## src/rtl/ovg_pkg.sv

```systemverilog
package ovg_pkg;
    localparam int LCNT_W = 4;
    localparam logic [LCNT_W-1:0] LCNT_MAX = '1;

    typedef enum logic {
        ST_ARMED = 1'b0,
        ST_OFF   = 1'b1
    } ovg_state_e;

    typedef struct packed {
        ovg_state_e state;
        logic       alert;
        logic       trip;
    } ovg_ctl_t;

    typedef struct packed {
        logic [LCNT_W-1:0] cnt;
        logic              pf;
    } ovg_lat_t;
endpackage

```

## src/rtl/ovg_window.sv

```systemverilog
// Tick-paced window counter: counts ticks while run is high and pulses done
// on the tick that completes limit ticks, then starts over.
module ovg_window #(
    parameter int W = 8
) (
    input  logic         clk,
    input  logic         rst_n,
    input  logic         run,
    input  logic         tick,
    input  logic [W-1:0] limit,
    output logic         done
);
    logic [W-1:0] cnt_d, cnt_q;
    logic [W:0]   nxt;

    always_comb begin
        nxt   = {1'b0, cnt_q} + {{W{1'b0}}, 1'b1};
        cnt_d = cnt_q;
        done  = 1'b0;
        if (!run) begin
            cnt_d = '0;
        end else if (tick) begin
            if (nxt >= {1'b0, limit}) begin
                done  = 1'b1;
                cnt_d = '0;
            end else begin
                cnt_d = nxt[W-1:0];
            end
        end
    end

    always_ff @(posedge clk or negedge rst_n) begin
        if (!rst_n) cnt_q <= '0;
        else        cnt_q <= cnt_d;
    end

    // a count only moves upward when a tick was present.
    assert_adv_on_tick_R11: assert property (@(posedge clk) disable iff (!rst_n)
        ((cnt_q != $past(cnt_q)) && (cnt_q != '0)) |-> $past(tick));
endmodule

```

## src/rtl/ovg_latch.sv

```systemverilog
// Saturating trip counter with sticky escalation flag.
module ovg_latch import ovg_pkg::*; (
    input  logic              clk,
    input  logic              rst_n,
    input  logic              inc,
    input  logic              dec,
    input  logic              pf_en,
    input  logic [LCNT_W-1:0] lim,
    output logic [LCNT_W-1:0] cnt,
    output logic              pf
);
    ovg_lat_t          st_d, st_q;
    logic [LCNT_W-1:0] bumped;

    always_comb begin
        st_d   = st_q;
        bumped = (st_q.cnt == LCNT_MAX) ? st_q.cnt : st_q.cnt + LCNT_W'(1);
        if (inc) begin
            st_d.cnt = bumped;
            if (pf_en && (lim != '0) && (bumped >= lim)) st_d.pf = 1'b1;
        end else if (dec && (st_q.cnt != '0)) begin
            st_d.cnt = st_q.cnt - LCNT_W'(1);
        end
    end

    always_ff @(posedge clk or negedge rst_n) begin
        if (!rst_n) st_q <= '0;
        else        st_q <= st_d;
    end

    assign cnt = st_q.cnt;
    assign pf  = st_q.pf;

    assert_pf_sticky_R7: assert property (@(posedge clk) disable iff (!rst_n)
        st_q.pf |=> st_q.pf);
    assert_sat_R5: assert property (@(posedge clk) disable iff (!rst_n)
        ((st_q.cnt == LCNT_MAX) && inc) |=> (st_q.cnt == LCNT_MAX));
    assert_unit_step_R6: assert property (@(posedge clk) disable iff (!rst_n)
        (st_q.cnt == $past(st_q.cnt)) || (st_q.cnt == $past(st_q.cnt) + LCNT_W'(1))
        || (st_q.cnt == $past(st_q.cnt) - LCNT_W'(1)));
    assert_pf_gate_R9: assert property (@(posedge clk) disable iff (!rst_n)
        $rose(st_q.pf) |-> ($past(pf_en) && ($past(lim) != '0)));
endmodule

```

## src/rtl/ovl_dsg_guard.sv

```systemverilog
// Discharge overload guard: trip delay, FET cut, timed recovery, latch
// counter with quiet-period decay and permanent-fail escalation.
module ovl_dsg_guard import ovg_pkg::*; #(
    parameter int TICKS_PER_SEC = 1000,
    parameter int SEC_W         = 4
) (
    input  logic              clk,
    input  logic              rst_n,
    input  logic              tick_i,
    input  logic              ovl_i,
    input  logic [7:0]        cfg_i,
    input  logic [LCNT_W-1:0] latch_lim_i,
    input  logic              pf_en_i,
    input  logic [SEC_W-1:0]  recov_s_i,
    input  logic [SEC_W-1:0]  decay_s_i,
    output logic              dsg_en_o,
    output logic              chg_en_o,
    output logic              alert_o,
    output logic              trip_o,
    output logic              pf_o,
    output logic [LCNT_W-1:0] latch_cnt_o,
    output logic [3:0]        thr_code_o
);
    localparam int DLY_W  = 5;
    localparam int LONG_W = $clog2(((1 << SEC_W) - 1) * TICKS_PER_SEC + 1);

    ovg_ctl_t          st_d, st_q;
    logic [DLY_W-1:0]  dly_lim;
    logic [LONG_W-1:0] rec_lim, dec_lim;
    logic              dly_run, rec_run, dec_run;
    logic              trip_now, rec_done, dec_done;

    // delay code c gives 2*c+1 ticks
    assign dly_lim = {cfg_i[7:4], 1'b1};
    assign rec_lim = LONG_W'(recov_s_i) * LONG_W'(TICKS_PER_SEC);
    assign dec_lim = LONG_W'(decay_s_i) * LONG_W'(TICKS_PER_SEC);

    assign dly_run = (st_q.state == ST_ARMED) && ovl_i;
    assign rec_run = (st_q.state == ST_OFF) && !pf_o;
    assign dec_run = !ovl_i && (latch_cnt_o != '0);

    ovg_window #(.W(DLY_W)) u_dly (
        .clk(clk), .rst_n(rst_n), .run(dly_run), .tick(tick_i),
        .limit(dly_lim), .done(trip_now));

    ovg_window #(.W(LONG_W)) u_rec (
        .clk(clk), .rst_n(rst_n), .run(rec_run), .tick(tick_i),
        .limit(rec_lim), .done(rec_done));

    ovg_window #(.W(LONG_W)) u_dec (
        .clk(clk), .rst_n(rst_n), .run(dec_run), .tick(tick_i),
        .limit(dec_lim), .done(dec_done));

    ovg_latch u_lat (
        .clk(clk), .rst_n(rst_n), .inc(trip_now), .dec(dec_done),
        .pf_en(pf_en_i), .lim(latch_lim_i), .cnt(latch_cnt_o), .pf(pf_o));

    always_comb begin
        st_d = st_q;
        if (trip_now) begin
            st_d.state = ST_OFF;
            st_d.alert = 1'b1;
            st_d.trip  = 1'b1;
        end else if (rec_done) begin
            st_d.state = ST_ARMED;
            st_d.alert = 1'b0;
        end
    end

    always_ff @(posedge clk or negedge rst_n) begin
        if (!rst_n) st_q <= '{state: ST_ARMED, alert: 1'b0, trip: 1'b0};
        else        st_q <= st_d;
    end

    assign dsg_en_o   = (st_q.state == ST_ARMED);
    assign chg_en_o   = (st_q.state == ST_ARMED);
    assign alert_o    = st_q.alert;
    assign trip_o     = st_q.trip;
    assign thr_code_o = cfg_i[3:0];

    assert_cut_flags_R3: assert property (@(posedge clk) disable iff (!rst_n)
        $fell(dsg_en_o) |-> (alert_o && trip_o && !chg_en_o));
    assert_cut_cause_R2: assert property (@(posedge clk) disable iff (!rst_n)
        $fell(dsg_en_o) |-> ($past(ovl_i) && $past(tick_i)));
    assert_rearm_R8: assert property (@(posedge clk) disable iff (!rst_n)
        $rose(dsg_en_o) |-> (!alert_o && !pf_o && $past(tick_i)));
    assert_pf_holds_off_R7: assert property (@(posedge clk) disable iff (!rst_n)
        pf_o |-> (!dsg_en_o && !chg_en_o));
endmodule

```

## config.mk

```make
export PLATFORM = sky130hd
export DESIGN_NAME = ovl_dsg_guard
export DESIGN_NICKNAME = d
export VERILOG_FILES = /design/src/rtl/ovg_pkg.sv /design/src/rtl/ovg_window.sv /design/src/rtl/ovg_latch.sv /design/src/rtl/ovl_dsg_guard.sv
export SDC_FILE = /design/constraint.sdc
export NUM_CORES = 1
export LEC_CHECK = 0
export ABC_AREA = 1
export BUFFER_PORTS_ARGS = -buffer_cell sky130_fd_sc_hd__buf_2
export CORE_MARGIN = 2
export CORE_UTILIZATION = 56
export DETAILED_ROUTE_END_ITERATION = 12
export PLACE_DENSITY = 0.78
export SYNTH_ARGS = -nofsm -noshare
export SYNTH_HDL_FRONTEND = slang
export SYNTH_HIERARCHICAL = 1
export SYNTH_SLANG_ARGS = --single-unit
```

## constraint.sdc

```tcl
create_clock -name clk -period 2.3 [get_ports clk]
set_input_delay 0.46 -clock clk [delete_from_list [all_inputs] [get_ports clk]]
set_output_delay 0.46 -clock clk [all_outputs]
set_load 0.05 [all_outputs]
```

==> flow_summary_export.csv, run 1 <==
group,metric,value,unit
setup_path,critPathRequiredTime,2.53,ns
place,place.gp.congestion,0.8915,
yosys,synth_seq_cells,40,
final_layout,syn2layout_area_growth,30.10,%
global_routing,grt_max_degree,29,
sta,maxSlewViolCount,0,
sta,hold_viol_final,0,
setup_path,worstSetupPathType,"in2reg",
clock_network,hold_buffers,0,
clock_network,cts_max_path_buffers,2,
power_and_ir_drop,vdd_drop_max,0.0002835,V
setup_path,crit_arrival,3.85,ns
sta,fin_crit_sh,157.0,%
drt,via_per_inst,5.368,
floorplan,design.die.area,9972,µm²
setup_path,path_max_fanout,4,
global_routing,grt_usage,27.28,%
sta,finalWorstSetupSlack,-1.311,ns
final_layout,multi_input_area,3864,µm²
setup_path,slowest_delay,0.60,ns
clock_network,cts_root_buffer,"clkbuf_8",
sta,slew_headroom,31.30,%
yosys,yosysSeqAreaShare,19.45,%
yosys,synth_flop_cell,"dfrtp_1",
sta,rsz0062_at_grt,"yes",
floorplan,core,8806,µm²
setup_path,r2r_slack,-0.35,ns
place,dpl.cell_count,989,
clock_network,clk_pin_slew_worst_paths,0.09,ns
setup_path,end_kind,"register",
global_routing,grt_pass1_vias,5435,
setup_path,cpMaxStageDelayCell,"fa_2",
final_layout,fin_nets,1007,
min_path,hp-class,"in2async",
clock_network,ctsHtreeMaxLevel,2,
place,dpl.hpwl,9785,µm
setup_path,reg2regPathDepth,19,
yosys,synth-async-reset-ratio,100.0,%
sta,final.min_clock_period,3.611,ns
place,portBuffers,29,
power_and_ir_drop,finalPower,0.002446,W
place,dp_slack,-1.598,ns
final_layout,regArea,1001,µm²
sta,worstMarginPinSlew,1.027,ns
drt,post_drt_wl_per_cell,13.98,µm
clock_network,tritoncts,"done",
power_and_ir_drop,pwr_density_cell,365.4,nW/µm²
yosys,ys_warn_count,6,
floorplan,rows,34,
run_status,violations,"negative setup slack",
sta,finalSetupViolations,33,
global_routing,antenna_found_initial,0,
run_status,status,"complete, but fails checks",
drt,num_vias,5395,
drt,drt_iter0_drc,241,
final_layout,final_layout_size_suffix_gt1_share,26.98,%
drt,drc_errors,0,
yosys,syn_avg_cell_area,6.701,µm²
yosys,postSynthCellCount,768,
final_layout,diodes,0,
sta,fmax,276.9,MHz
setup_path,cp-start-kind,"input port",
drt,routed_wl,14050,µm
yosys,synth-edff-count,0,
setup_path,r2r_start,"u_dec/cnt_q[0]$_DFFE_PN0P_",
setup_path,r2r_end,"u_lat/cnt[2]$_DFFE_PN0P_",
global_routing,overflow,0,
final_layout,layout_commonest_cell,"nand2_1",
global_routing,grt_pass1_wl,22650,µm
clock_network,cts_buffers,5,
drt,final_antenna_net_count,0,
clock_network,clk_latency,0.30,ns
floorplan,io_pins,38,
setup_path,crit_top_cell,"nand2_1",
floorplan,start_util,58.44,%
setup_path,crit_chain,"buf_8, fa_2, inv_2, fa_1, inv_2, ha_4, nand2_2, o21ai_2, xor2_1, inv_1, ha_4, nand2_4, a21oi_2, nor2_1, nand2_1, inv_1, nand2_1, nand2_2, a21oi_4, nand3_2, nand2_1, o21ai_1, nand2_1",
sta,skew,0.009206,ns
drt,dr.pass1.iters,5,
power_and_ir_drop,p_leak,3.821,nW
final_layout,fin_cells,1005,
clock_network,cts.sinks,40,
floorplan,die_w,99.86,µm
yosys,synth.distinct_cells,36,
final_layout,most-common-layout-cells,"207 x nand2_1, 145 x inv_1, 93 x buf_4, 75 x nor2_1, 59 x ha_1",
final_layout,fill_cells,622,
yosys,syn_area,5146,µm²
floorplan,die_h,99.86,µm
job,max-cap-violations,0,
[routing by layer]
layer,GRT usage (%),vias up,wire length (µm)
li1,-,2613,-
met1,31.81,2504,5557
met2,51.56,204,7300
met3,3.552,74,637
met4,8.746,0,550
met5,0,-,0
[power by group]
group / switching [W] / internal, W
Clock: 0.000266 / 0.000321
Combinational: 0.000619 / 0.000535
Sequential: 0.000000798 / 0.000703
Total: 0.000887 / 0.00156
[critical path: cells and delay by family]
kind / cells / cell delay [ns]
adders and majority gates: 4 / 1.64
and+or+nand+nor: 9 / 0.65
buffers and inverters: 5 / 0.29
AOI/OAI and AO/OA: 4 / 0.61
xor gates and xnor gates: 1 / 0.15
[through the flow]
stage / hold slack (ns) / instance area (µm²) / TNS [ns] / utilization, %
floorplan: 0.1644 / 5270 / -37.04 / -
global placement: 0.4547 / 6147 / -45.99 / 69.81
detailed placement: 0.4627 / 6147 / -48.97 / 69.81
CTS: 0.2006 / 6452 / -36.43 / 73.27
global route: 0.2248 / 6695 / -44.28 / 76.03
finish: 0.1758 / 6695 / -39.75 / 76.03
[repair_timing]
action | 4_1_cts | 5_1_grt
cloned | 0 | 1
resized for setup | 42 | 32
pin swaps | 59 | 38
setup endpoints to repair | 33 | 34
setup buffers | 0 | 8
[worst max-delay path by stage]
stage | cells after the start | end | startpoint | slack (ns)
final | 23 | u_lat/cnt[2]$_DFFE_PN0P_ | decay_s_i[2] | -1.31
after global routing | 23 | u_lat/cnt[2]$_DFFE_PN0P_ | decay_s_i[2] | -1.53
after CTS | 23 | u_lat/cnt[3]$_DFFE_PN0P_ | decay_s_i[1] | -1.24
after detailed placement | 23 | u_lat/cnt[3]$_DFFE_PN0P_ | decay_s_i[3] | -1.60
after global placement | 23 | u_lat/cnt[3]$_DFFE_PN0P_ | decay_s_i[3] | -1.48
after floorplan | 23 | u_lat/cnt[3]$_DFFE_PN0P_ | decay_s_i[3] | -1.41
[area by class of cell]
class                   instances  area share (%)
multi-input cells             565           57.71
repair buffers                130           15.03
flip-flops and latches         40           14.95
inverters                     154           8.634
well taps                     108           2.018
clock buffers                   5           1.028
clock inverters                 3          0.6354
[cell usage after synthesis, types with 2 or more instances]
library cell | count | share of area [%]
clkbuf_1 | 2 | 0.15
nand4_1 | 13 | 1.6
a21oi_2 | 3 | 0.51
buf_2 | 2 | 0.19
nand3_1 | 68 | 6.6
xor2_1 | 14 | 2.4
nand2_1 | 220 | 16
inv_2 | 3 | 0.22
conb_1 | 2 | 0.15
o21ai_2 | 2 | 0.34
nor2_4 | 3 | 0.66
nor2_2 | 10 | 1.2
fa_1 | 14 | 5.4
nor3_1 | 2 | 0.19
buf_4 | 5 | 0.73
o21ai_0 | 3 | 0.29
dfrtp_1 | 40 | 19
a31oi_4 | 2 | 0.83
xnor2_1 | 11 | 1.9
nor2_1 | 77 | 5.6
buf_6 | 4 | 0.88
a21oi_1 | 17 | 1.7
ha_1 | 72 | 18
o21bai_1 | 6 | 0.88
nand3_2 | 6 | 1.2
inv_1 | 151 | 11
nand2_2 | 7 | 0.85
[kinds of logic (layout without fill, tap and decap cells)]
logic type	Yosys count	after routing	synth area share (%)
adders and majority gates	86	86	22.95
xor gates and xnor gates	25	25	4.255
and+or+nand+nor	411	411	34.77
AOI/OAI and AO/OA	36	36	4.984
other	2	7	0.1459
DFF	40	40	19.45
buffers and inverters	168	292	13.45
[state kept, by name, indices dropped and copies added, names as in the netlist]
register and count:
u_dec/cnt_q 14, u_dly/cnt_q 5, u_lat/pf 1, u_lat/cnt 4, u_rec/cnt_q 14, trip_o 1
alert_o 1
Note: power is estimated with default switching activity, not from simulation.
==> run 2, diff against run 1 <==
--- a/config.mk
+++ b/config.mk
@@ -10,7 +10,9 @@
 export CORE_MARGIN = 2
 export CORE_UTILIZATION = 56
 export DETAILED_ROUTE_END_ITERATION = 12
+export GPL_ROUTABILITY_DRIVEN = 0
 export PLACE_DENSITY = 0.78
+export RECOVER_POWER = 25
 export SYNTH_ARGS = -nofsm -noshare
 export SYNTH_HDL_FRONTEND = slang
 export SYNTH_HIERARCHICAL = 1
==> run 2 against run 1 <==
Against the previous run:
- the run ends with max-capacitance violations, max-slew violations, negative setup slack left
- sequential cell count is the same
- register-to-register slack about the same
- die area did not move
- sequential power about the same
- setup slack gained 0.019 ns
- critical path depth unchanged
- global-route usage unchanged
- design area about the same
- clock skew barely moved
==> flow_summary_export.csv, run 2 (same netlist as run 1, synthesis figures left out) <==
group,metric,value,unit
run_status,violations,"max-capacitance violations, max-slew violations, negative setup slack",
power_and_ir_drop,p_leak,3.818,nW
clock_network,ctsHtreeMaxLevel,2,
place,dpl.hpwl,9785,µm
setup_path,cpMaxStageDelayCell,"fa_2",
sta,slew_headroom,-5.195,%
setup_path,end_kind,"register",
power_and_ir_drop,vdd_drop_max,0.0002836,V
clock_network,cts.sinks,40,
global_routing,grt_usage,27.28,%
setup_path,path_buf_inv,5,
setup_path,crit_top_cell,"nand2_1",
sta,fin_crit_sh,156.2,%
sta,finalWorstSetupSlack,-1.292,ns
sta,maxSlewViolCount,29,
drt,met3_length,595,µm
global_routing,grt_pass1_vias,5435,
floorplan,die_h,99.86,µm
drt,drc_errors,0,
drt,post_drt_wl_per_cell,13.96,µm
setup_path,crit_chain,"buf_8, fa_2, inv_2, fa_1, inv_2, ha_4, nand2_2, o21ai_2, xor2_1, inv_1, ha_4, nand2_4, a21oi_2, nor2_1, nand2_1, inv_1, nand2_1, nand2_2, a21oi_4, nand3_2, nand2_1, o21ai_1, nand2_1",
final_layout,diodes,0,
sta,finalSetupViolations,33,
floorplan,design.die.area,9972,µm²
drt,num_vias,5380,
drt,via_per_inst,5.353,
drt,drt_iter0_drc,242,
clock_network,cts_root_buffer,"clkbuf_8",
final_layout,reg.largest.list,"u_dec/cnt_q: 14 flops, u_rec/cnt_q: 14 flops, u_dly/cnt_q: 5 flops",
power_and_ir_drop,pwr_density_cell,365.5,nW/µm²
floorplan,io_pins,38,
drt,routed_wl,14030,µm
sta,fin_setup_tns,-39.60,ns
global_routing,grt_pass1_wl,22650,µm
global_routing,antenna_found_initial,0,
final_layout,most-common-layout-cells,"207 x nand2_1, 145 x inv_1, 93 x buf_4, 75 x nor2_1, 59 x ha_1",
setup_path,cp_top_family,"adder cells",
drt,final_antenna_net_count,0,
final_layout,fin_nets,1007,
final_layout,fin_cells,1005,
clock_network,clk_pin_slew_worst_paths,0.09,ns
drt,wl_met2,7275,µm
setup_path,worstSetupPathType,"in2reg",
clock_network,cts_max_path_buffers,2,
setup_path,path_max_fanout,4,
final_layout,layout_commonest_cell,"nand2_1",
floorplan,rows,34,
final_layout,syn2layout_area_growth,30.08,%
sta,skew,0.009484,ns
final_layout,design_area,6694,µm²
sta,hold_viol_final,0,
run_status,status,"complete, but fails checks",
drt,dr.pass1.iters,5,
setup_path,slowest_delay,0.60,ns
place,placed_area,6147,µm²
floorplan,die_w,99.86,µm
final_layout,fill_cells,623,
job,max-cap-violations,1,
floorplan,start_util,58.44,%
drt,maxUsedRoutingLayer,"met4",
setup_path,cp-start-kind,"input port",
clock_network,cts_buffers,5,
final_layout,final_layout_size_suffix_gt1_share,26.87,%
drt,wl_met1,5593,µm
place,portBuffers,29,
setup_path,crit_arrival,3.83,ns
clock_network,clk_latency,0.30,ns
sta,rsz0062_at_grt,"yes",
sta,fmax,278.4,MHz
sta,worstMarginPinSlew,1.578,ns
global_routing,overflow,0,
global_routing,grt_max_degree,29,
min_path,hp-class,"reg2reg",
setup_path,critPathRequiredTime,2.53,ns
sta,final.min_clock_period,3.592,ns
clock_network,tritoncts,"done",
clock_network,hold_buffers,0,
place,dpl.cell_count,989,
floorplan,core,8806,µm²
[run 2: changes by cell type in the layout (fill, tap and decap cells not counted), sizes merged]
cell	before	now
buf	129	128
clkbuf	6	7
[run 2: what timing repair did]
action / in CTS / in global routing
pin swaps: 59 / 38
cloned: 0 / 1
setup endpoints to repair: 33 / 34
gates resized for setup: 42 / 32
hold endpoints to repair: 0 / 0
setup buffers: 0 / 8
[run 2: worst paths after layout]
path,startpoint,slack (ns),depth (start not counted),end
worst max-delay path,decay_s_i[2],-1.29,23,u_lat/cnt[2]$_DFFE_PN0P_
worst min-delay path,trip_o$_DFFE_PN0P_,0.49,1,trip_o$_DFFE_PN0P_
worst max register to register,u_dec/cnt_q[0]$_DFFE_PN0P_,-0.34,18,u_lat/cnt[2]$_DFFE_PN0P_
worst min register to register,trip_o$_DFFE_PN0P_,0.49,1,trip_o$_DFFE_PN0P_
max in group asynchronous,rst_n,0.84,1,u_dec/cnt_q[1]$_DFFE_PN0P_
min in group asynchronous,rst_n,0.54,1,u_rec/cnt_q[3]$_DFFE_PN0P_
[run 2: worst register-to-register path: cells and delay by family, from the launching register on]
family	cells	cell delay (ns)
AO/OA/AOI/OAI	2	0.32
XOR/XNOR	1	0.18
adder cells (fa/ha/maj)	1	0.29
buffers and inverters	2	0.25
flip-flops	1	0.35
AND/OR/NAND/NOR	12	1.19
[run 2: routing by layer]
layer	vias up	track usage (%)
met5	-	0
met4	0	8.746
met3	74	3.552
met2	194	51.56
met1	2501	31.81
li1	2611	-
[run 2: cell type report]
class / count / area (µm²) / share of cell area, %
inverter: 154 / 578.1 / 8.636
timing repair buffer: 130 / 1005 / 15.01
multi-input combinational: 565 / 3864 / 57.72
clock inverter: 3 / 42.54 / 0.6355
sequential: 40 / 1001 / 14.95
clock buffer: 5 / 68.82 / 1.028
tap: 108 / 135.1 / 2.019
[run 2: metrics by stage]
| stage | setup WS [ns] | utilization (%) | hold WS (ns) | power (W) |
|---|---|---|---|---|
| after detailed placement | -1.598 | 69.81 | 0.4627 | 0.001637 |
| after global routing | -1.534 | 76.02 | 0.5134 | 0.002601 |
| final | -1.292 | 76.02 | 0.4867 | 0.002447 |
| after global placement | -1.479 | 69.81 | 0.4547 | 0.001587 |
| after CTS | -1.236 | 73.27 | 0.2006 | 0.002347 |
| after floorplan | -1.414 | - | 0.1644 | 0.001346 |
[run 2: where the power goes]
part | switching [W] | leakage (nW) | internal, W
sequential | 0.000000798 | 0.549 | 0.000703
clock | 0.000267 | 0.0541 | 0.000321
combinational | 0.000620 | 3.22 | 0.000535
==> run 3, diff against run 2 <==
--- a/config.mk
+++ b/config.mk
@@ -13,6 +13,7 @@
 export GPL_ROUTABILITY_DRIVEN = 0
 export PLACE_DENSITY = 0.78
 export RECOVER_POWER = 25
+export SETUP_SLACK_MARGIN = 0.15
 export SYNTH_ARGS = -nofsm -noshare
 export SYNTH_HDL_FRONTEND = slang
 export SYNTH_HIERARCHICAL = 1
==> run 3 against run 2 <==
Against the previous run:
- the run still ends with max-capacitance violations, max-slew violations, negative setup slack left
- routed wire length grew 8.9%
- fmax shrank 1.0%
- clock-buffer cell count increased by 1
- design area up 3.6%
- setup slack worse by 0.036 ns
- die area unchanged
- clock skew shrank 0.00089 ns
- via count grew 3.7%
- sequential cell count did not move
- power up 3.7%
- global-route usage is 0.40 points higher
- largest power group unchanged
==> flow_summary_export.csv, run 3 (same netlist as run 1, synthesis figures left out) <==
group,metric,value,unit
run_status,status,"complete, but fails checks",
run_status,violations,"max-capacitance violations, max-slew violations, negative setup slack",
final_layout,reg.largest.list,"u_dec/cnt_q: 14 flops, u_rec/cnt_q: 14 flops, u_dly/cnt_q: 5 flops",
final_layout,final_layout_size_suffix_gt1_share,29.76,%
global_routing,antenna_found_initial,0,
setup_path,worstSetupPathType,"in2reg",
floorplan,die_h,99.86,µm
setup_path,cp-start-kind,"input port",
power_and_ir_drop,power_frac_seq,27.7,%
setup_path,path_max_fanout,4,
place,portBuffers,29,
setup_path,crit_top_cell,"nand2_2",
floorplan,start_util,58.44,%
setup_path,cpMaxStageDelayCell,"fa_2",
floorplan,design.die.area,9972,µm²
floorplan,io_pins,38,
power_and_ir_drop,vdd_drop_max,0.0002527,V
sta,maxSlewViolCount,29,
power_and_ir_drop,combPwrFrac,47.0,%
global_routing,grt_pass1_vias,5420,
drt,via_per_inst,5.455,
clock_network,hold_buffers,0,
setup_path,crit_chain,"buf_8, fa_2, inv_2, fa_1, inv_2, ha_4, a21oi_2, nand2_2, buf_4, nand2_2, nand2_2, xnor2_1, inv_1, ha_1, nand2_1, nor2_1, nand2_2, a21oi_4, nand2_4, nor2_2, nand2_1, nand3_1",
sta,fmax,275.6,MHz
place,dp_slack,-1.630,ns
setup_path,cp_top_family,"adder cells",
place,placed_area,6218,µm²
setup_path,critPathRequiredTime,2.54,ns
power_and_ir_drop,pwr-share-clk,25.2,%
clock_network,cts_buffers,5,
drt,routed_wl,15280,µm
final_layout,fin_cells,1023,
sta,finalSetupViolations,33,
setup_path,slowest_delay,0.61,ns
sta,fin_crit_sh,157.8,%
drt,drt_iter0_drc,382,
floorplan,core,8806,µm²
place,dpl.hpwl,9732,µm
final_layout,regArea,1006,µm²
setup_path,crit_arrival,3.87,ns
drt,final_antenna_net_count,0,
power_and_ir_drop,p_switching,0.0009319,W
final_layout,design_area,6933,µm²
power_and_ir_drop,switching_share,36.74,%
drt,num_vias,5580,
drt,drc_errors,0,
clock_network,cts_root_buffer,"clkbuf_8",
sta,final.min_clock_period,3.629,ns
sta,slew_headroom,-3.696,%
final_layout,most-common-layout-cells,"203 x nand2_1, 145 x inv_1, 105 x buf_4, 75 x nor2_1, 57 x ha_1",
floorplan,die_w,99.86,µm
final_layout,fin_nets,1024,
clock_network,ctsHtreeMaxLevel,2,
final_layout,fill_cells,552,
setup_path,path_buf_inv,5,
drt,dr.pass1.iters,5,
clock_network,clk_latency,0.30,ns
power_and_ir_drop,pwr_density_cell,365.9,nW/µm²
place,dpl.cell_count,998,
final_layout,multi_input_area,3929,µm²
sta,fin_setup_tns,-40.28,ns
sta,skew,0.008591,ns
job,max-cap-violations,1,
min_path,hp-class,"reg2reg",
global_routing,overflow,0,
sta,hold_viol_final,0,
setup_path,end_kind,"register",
final_layout,syn2layout_area_growth,34.72,%
power_and_ir_drop,p_leak,3.903,nW
clock_network,tritoncts,"done",
power_and_ir_drop,p_int,0.001605,W
clock_network,cts_max_path_buffers,2,
sta,worstMarginPinSlew,1.555,ns
floorplan,rows,34,
global_routing,grt_usage,27.68,%
drt,post_drt_wl_per_cell,14.94,µm
sta,finalWorstSetupSlack,-1.329,ns
final_layout,layout_commonest_cell,"nand2_1",
sta,rsz0062_at_grt,"yes",
global_routing,grt_pass1_wl,23000,µm
clock_network,clk_pin_slew_worst_paths,0.08,ns
global_routing,grt_max_degree,29,
clock_network,cts.sinks,40,
-- run 3: repair_timing --
item / in CTS / in global routing
endpoints found under the setup margin: 33 / 35
setup buffers: 1 / 14
cloned: 1 / 0
gates resized for setup: 48 / 47
pin swaps: 42 / 32
-- run 3: area by class of cell --
cell class	instances	share of cell area (%)
Tap cell	108	1.949
Multi-Input combinational cell	565	56.67
Inverter	154	8.338
Clock inverter	2	0.5595
Timing Repair Buffer	147	16.75
Antenna cell	1	0.03609
Sequential cell	40	14.51
Clock buffer	6	1.191
-- run 3: path summary, 6_finish.rpt --
kind	from	endpoint	slack, ns	cells past startpoint
setup / recovery	decay_s_i[2]	u_lat/cnt[3]$_DFFE_PN0P_	-1.33	22
setup reg to reg	u_dec/cnt_q[0]$_DFFE_PN0P_	u_lat/cnt[3]$_DFFE_PN0P_	-0.41	19
min in group asynchronous	rst_n	u_rec/cnt_q[8]$_DFFE_PN0P_	0.53	1
hold reg to reg	u_lat/pf$_DFFE_PN0P_	u_lat/pf$_DFFE_PN0P_	0.52	2
max in group asynchronous	rst_n	u_dly/cnt_q[1]$_DFFE_PN0P_	0.76	1
hold / removal	u_lat/pf$_DFFE_PN0P_	u_lat/pf$_DFFE_PN0P_	0.52	2
-- run 3: worst register-to-register path, delay by kind of cell (launching register included) --
family,cells,cell delay (ns)
and+or+nand+nor,11,0.88
xor gates and xnor gates,1,0.26
adders and majority gates,2,0.54
DFF,1,0.39
AOI/OAI and AO/OA,2,0.38
buffers and inverters,3,0.21
-- run 3: routing by layer --
metal / GRT usage (%) / vias up / wire [µm]
met5: 0 / - / 0
met4: 9.273 / 0 / 592
met3: 4.178 / 77 / 896
met1: 32.38 / 2620 / 5944
met2: 51.56 / 242 / 7848
li1: - / 2641 / -
-- run 3: power by group through the flow --
| stage | combinational, W | clock, W | sequential [W] |
|---|---|---|---|
| floorplan | 0.000628 | 0 | 0.000719 |
| global route | 0.00131 | 0.000665 | 0.000704 |
| global placement | 0.000862 | 0 | 0.000718 |
| detailed placement | 0.000914 | 0 | 0.000718 |
| CTS | 0.00104 | 0.000631 | 0.000704 |
| finish | 0.00119 | 0.000639 | 0.000704 |
-- run 3: through the flow --
| step | hold WS [ns] | utilization (%) | total power [W] |
|---|---|---|---|
| after global placement | 0.4622 | 70.62 | 0.001580 |
| after global routing | 0.5380 | 78.70 | 0.002681 |
| after CTS | 0.1894 | 74.91 | 0.002377 |
| final | 0.5240 | 78.73 | 0.002537 |
| after detailed placement | 0.4772 | 70.62 | 0.001631 |
| after floorplan | 0.1644 | - | 0.001346 |
